### config.mk
export PLATFORM = sky130hd
export DESIGN_NAME = pulse_clk_recovery
export DESIGN_NICKNAME = d
export VERILOG_FILES = /design/src/rtl/pcr_pkg.sv /design/src/rtl/pcr_phase_ctl.sv /design/src/rtl/pcr_phase_path.sv /design/src/rtl/pulse_clk_recovery.sv
export SDC_FILE = /design/constraint.sdc
export NUM_CORES = 1
export LEC_CHECK = 0
export ABC_AREA = 1
export ABC_CLOCK_PERIOD_IN_PS = 1470
export BUFFER_PORTS_ARGS = -buffer_cell sky130_fd_sc_hd__buf_4
export CORE_AREA = 3 3 40 42
export DETAILED_ROUTE_END_ITERATION = 7
export DIE_AREA = 0 0 43 45
export HOLD_SLACK_MARGIN = 0.1
export PLACE_DENSITY = 0.45
export SETUP_SLACK_MARGIN = 0.2
export SKIP_CTS_REPAIR_TIMING = 1
export SLEW_MARGIN = 20
export SYNTH_ARGS = -nofsm -noshare
export SYNTH_HDL_FRONTEND = slang
export SYNTH_SLANG_ARGS = --single-unit
### constraint.sdc
create_clock -name clk -period 1.47 [get_ports clk]
set_input_delay 0 -clock clk [delete_from_list [all_inputs] [get_ports clk]]
set_output_delay 0 -clock clk [all_outputs]
set_load 0.02 [all_outputs]
### src/rtl/pcr_pkg.sv
package pcr_pkg;

  // Strobes from phase control to the phase datapath
  typedef struct packed {
    logic resync;    // next state is one-half slot 0
    logic toZero;    // next state is zero-half slot 0
    logic tickNext;  // next state is a capture position
  } pcrStrobe_t;

endpackage

### src/rtl/pcr_phase_ctl.sv
module pcr_phase_ctl
  import pcr_pkg::*;
#(
  parameter int SLOTS     = 8,
  parameter int EARLY_WIN = 2,
  localparam int PH_W     = $clog2(SLOTS)
) (
  input  logic            line,
  input  logic            inZero,
  input  logic [PH_W-1:0] slot,
  output pcrStrobe_t      strobe
);

  localparam logic [PH_W-1:0] WIN_START = PH_W'(SLOTS - EARLY_WIN);
  localparam logic [PH_W-1:0] SLOT_MAX  = PH_W'(SLOTS - 1);

  logic inLateWin;
  logic doResync;
  logic atLast;

  always_comb begin
    inLateWin = !inZero && (slot >= WIN_START);
    // an event in the zero half always resyncs; in the one half only late
    doResync  = line && (inZero || inLateWin);
    atLast    = (slot == SLOT_MAX);
    strobe.resync   = doResync;
    strobe.toZero   = !doResync && atLast;
    strobe.tickNext = doResync || (inZero && slot == '0 && !line);
  end

endmodule

### src/rtl/pcr_phase_path.sv
module pcr_phase_path
  import pcr_pkg::*;
#(
  parameter int SLOTS = 8,
  localparam int PH_W = $clog2(SLOTS)
) (
  input  logic            clk,
  input  logic            rst,
  input  logic            mask,
  input  pcrStrobe_t      strobe,
  output logic            inZero,
  output logic [PH_W-1:0] slot,
  output logic            tick
);

  logic            nextZero;
  logic [PH_W-1:0] nextSlot;

  always_comb begin
    if (strobe.resync) begin
      nextZero = 1'b0;
      nextSlot = '0;
    end else if (strobe.toZero) begin
      nextZero = 1'b1;
      nextSlot = '0;
    end else begin
      nextZero = inZero;
      nextSlot = slot + 1'b1;
    end
  end

  always_ff @(posedge clk) begin
    if (rst) begin
      inZero <= 1'b0;
      slot   <= '0;
      tick   <= 1'b0;
    end else begin
      inZero <= nextZero;
      slot   <= nextSlot;
      tick   <= mask && strobe.tickNext;
    end
  end


  mask_gate_chk: assert property (@(posedge clk) disable iff (rst)
    !mask |=> !tick);


  tick_place_chk: assert property (@(posedge clk) disable iff (rst)
    tick |-> ((!inZero && slot == '0) || (inZero && slot == PH_W'(1))));

endmodule

### src/rtl/pulse_clk_recovery.sv
module pulse_clk_recovery
  import pcr_pkg::*;
#(
  parameter int SLOTS     = 8,
  parameter int EARLY_WIN = 2,
  localparam int PH_W     = $clog2(SLOTS)
) (
  input  logic            clk,
  input  logic            rst,
  input  logic            line,
  input  logic            mask,
  output logic            tick,
  output logic            bitOne,
  output logic [PH_W-1:0] slotIdx
);

  localparam logic [PH_W-1:0] WIN_START = PH_W'(SLOTS - EARLY_WIN);
  localparam logic [PH_W-1:0] SLOT_MAX  = PH_W'(SLOTS - 1);

  pcrStrobe_t      strobe;
  logic            inZero;
  logic [PH_W-1:0] slot;

  pcr_phase_ctl #(.SLOTS(SLOTS), .EARLY_WIN(EARLY_WIN)) u_ctl (
    .line   (line),
    .inZero (inZero),
    .slot   (slot),
    .strobe (strobe)
  );

  pcr_phase_path #(.SLOTS(SLOTS)) u_path (
    .clk    (clk),
    .rst    (rst),
    .mask   (mask),
    .strobe (strobe),
    .inZero (inZero),
    .slot   (slot),
    .tick   (tick)
  );

  assign bitOne  = !inZero;
  assign slotIdx = slot;


  reset_state_chk: assert property (@(posedge clk)
    rst |=> (bitOne && slotIdx == '0 && !tick));


  wrap_zero_chk: assert property (@(posedge clk) disable iff (rst)
    (!line && slotIdx == SLOT_MAX) |=> (!bitOne && slotIdx == '0));


  late_sync_chk: assert property (@(posedge clk) disable iff (rst)
    (line && bitOne && slotIdx >= WIN_START) |=> (bitOne && slotIdx == '0));


  zero_sync_chk: assert property (@(posedge clk) disable iff (rst)
    (line && !bitOne) |=> (bitOne && slotIdx == '0));


  early_ignore_chk: assert property (@(posedge clk) disable iff (rst)
    (line && bitOne && slotIdx < WIN_START) |=>
      (bitOne && slotIdx == $past(slotIdx) + 1'b1));

endmodule

==> results.md <==
* Status: finished, final reports clean
* Synth Instances at 28
* Final cycle utilization of the critical path at about four fifths
* CTS Buffer Depth at 2
* Fin crit period at around 1.2 ns
* Post-synth ARST share at 0%
* Worst Path Max Fanout at 1
* HPWL after DPL at 385 µm
* Detailed-route DRC error count at 0
* Maximum vdd ir drop at between 0.2 and 0.3 mV
* RSZ-0062 raised after global routing: no
* Synth cell types at 12
* Leakage at 0.195 nW
* Clock slew at reported path FFs at around 0.05 ns
* I/O pin count at 9
* Routed WL per cell at slightly below 9 µm
* Initial Utilization at about a fifth
* CP arrival at around 1.3 ns
* Die Footprint at between 1500 and 2000 µm²
* RePlAce Congestion at 0.701
* # clock sinks at 5
* Post-synth top flop: dfxtp_1
* Routed vias at 225
* Final setup violation count at 0
* Synthesized Nets at 35
* Total gr overflow at 0
* TritonRoute pass-1 iters at 1
* Worst setup EP type: register
* Die Wd at 43 µm
* Top cells by count, synth: dfxtp_1 (5), inv_1 (5), ha_1 (3), nand2_1 (3), nor2_2 (3)
* Setup TNS Final at 0 ns
* First-pass GRT wire length at between 700 and 800 µm
* Area post-placement at roughly 330 µm²
* Port-buffer cells at 8
* Number of antenna diodes at 0
* Initial DRC count at 0
* Normalized max-slew margin at between 80% and 90%
* # fillers at 152
* TritonCTS clock tree: done
* Layout cells sized above 1 at 45.5%
* Main area contributors after synthesis: dfxtp_1 (40%), ha_1 (15%), inv_1 (7.4%), nor2_2 (7.4%), nand3_4 (6.9%)
* Max Clk Rate at 0.851 GHz
* Vias per cell at roughly 3.8
* Cell accounting for the most synthesized area: dfxtp_1
* Root Buffer: clkbuf_4
* Gr usage total at 6.09%
* Post-synthesis sequential area ratio at 39.6%
* Kind of start point of the critical path: input port
* Finished Cell Area at 398 µm²
* H-tree levels at 1
* Endpoints failing hold at 0
* Final Slew Violations at 0
* Post-DRT Antenna Nets at 0
* Vias in the first global route at between 200 and 250
* Final layout net count at 52
* Area delta synth->final at 57.4%
* Worst Path Required at roughly 1.6 ns
* FP Rows at 13
* Pwr Density at 959 nW/µm²
* Clk_lat worst skew at between 0.2 and 0.25 ns
* Crit path kind: input port to register
* Max cap viols at 0
* Core ar. at about 1300 µm²
* Syn. warnings at 0
* Post-synthesis register bit count at 5
* EDFF count, synth at 0
* Worst-margin pin slew at roughly 0.15 ns
* Worst min path class: register to register
* Post-Synthesis Cell Area at between 200 and 300 µm²
* Fin Hold WS at about 0.47 ns
* CTS Buf Count at 3
* Final core utilization at a little under a third
* Mean area per synthesized cell at 9.03 µm²
* Clk_skew at 0.00106 ns
* Post-synth top area share at about two fifths
* Die height at 45 µm
* Drt total wl at between 500 and 600 µm
* Initial antenna violation count at 0
* Largest net degree at the start of global routing at 5
-- logic make-up after synthesis --
group	after synthesis	share of synthesized area, %
AOI/OAI and AO/OA	1	3.47
adders and majority gates	3	14.9
buffers and inverters	7	10.4
DFF	5	39.6
and+or+nand+nor	12	31.7
-- placed cells by master, fill, tap and decap left out --
cell type      netlist  routed
clkbuf_1             0       1
nor2_1               2       2
clkbuf_4             0       3
nand2_4              1       1
nand3b_1             1       1
dfxtp_1              5       5
dlygate4sd3_1        0       4
nand2_1              3       3
ha_1                 3       3
a21oi_2              1       1
inv_1                5       5
inv_2                2       2
nand3_4              1       1
buf_4                0       8
nand2_2              1       1
nor2_2               3       3
-- report_power, final --
group	internal (mW)	switching, mW
Combinational	0.0340	0.0329
Clock	0.103	0.0600
Sequential	0.144	0.00804
-- worst max-delay path, stage by stage --
cell and delay (ns):
dlygate4sd3_1 0.54, buf_4 0.13, nand2_1 0.05, dlygate4sd3_1 0.56, a21oi_2 0.03
-- metrics by stage --
stage,power (mW),setup WS [ns],instances
global route,0.400,0.272,59
CTS,0.387,0.389,55
finish,0.382,0.294,59
detailed placement,0.215,0.402,51
global placement,0.213,0.429,51
floorplan,0.189,0.354,28
-- cell type report --
cell class                 instances  area, µm²  share of cell area (%)
multi-input combinational         16        126                    31.8
sequential                         5        100                    25.2
timing repair buffer              12        100                    25.2
clock buffer                       4       26.3                    6.60
inverter                           7       26.3                    6.60
tap                               15       18.8                    4.72
-- path summary, 6_finish.rpt --
path | from | to | slack, ns | cells past startpoint
worst max-delay path | mask | u_path.tick | 0.29 | 5
worst min-delay path | u_path.slot[0] | u_path.slot[0] | 0.47 | 1
worst max register to register | u_path.slot[0] | u_path.slot[0] | 0.41 | 5
worst min register to register | u_path.slot[0] | u_path.slot[0] | 0.47 | 1
-- state kept, by name, indices dropped and copies added, names as in the netlist --
signal / cells
u_path.slot: 3
u_path.inZero: 1
u_path.tick: 1
-- metal layers --
metal / global-route usage (%) / vias up / routed length, µm
met3: 2.79 / 0 / 40
li1: - / 114 / -
met4: 7.23 / 0 / 0
met1: 6.80 / 102 / 268
met2: 7.78 / 9 / 205
met5: 0 / - / 0
(Power assumes the default switching activity.)
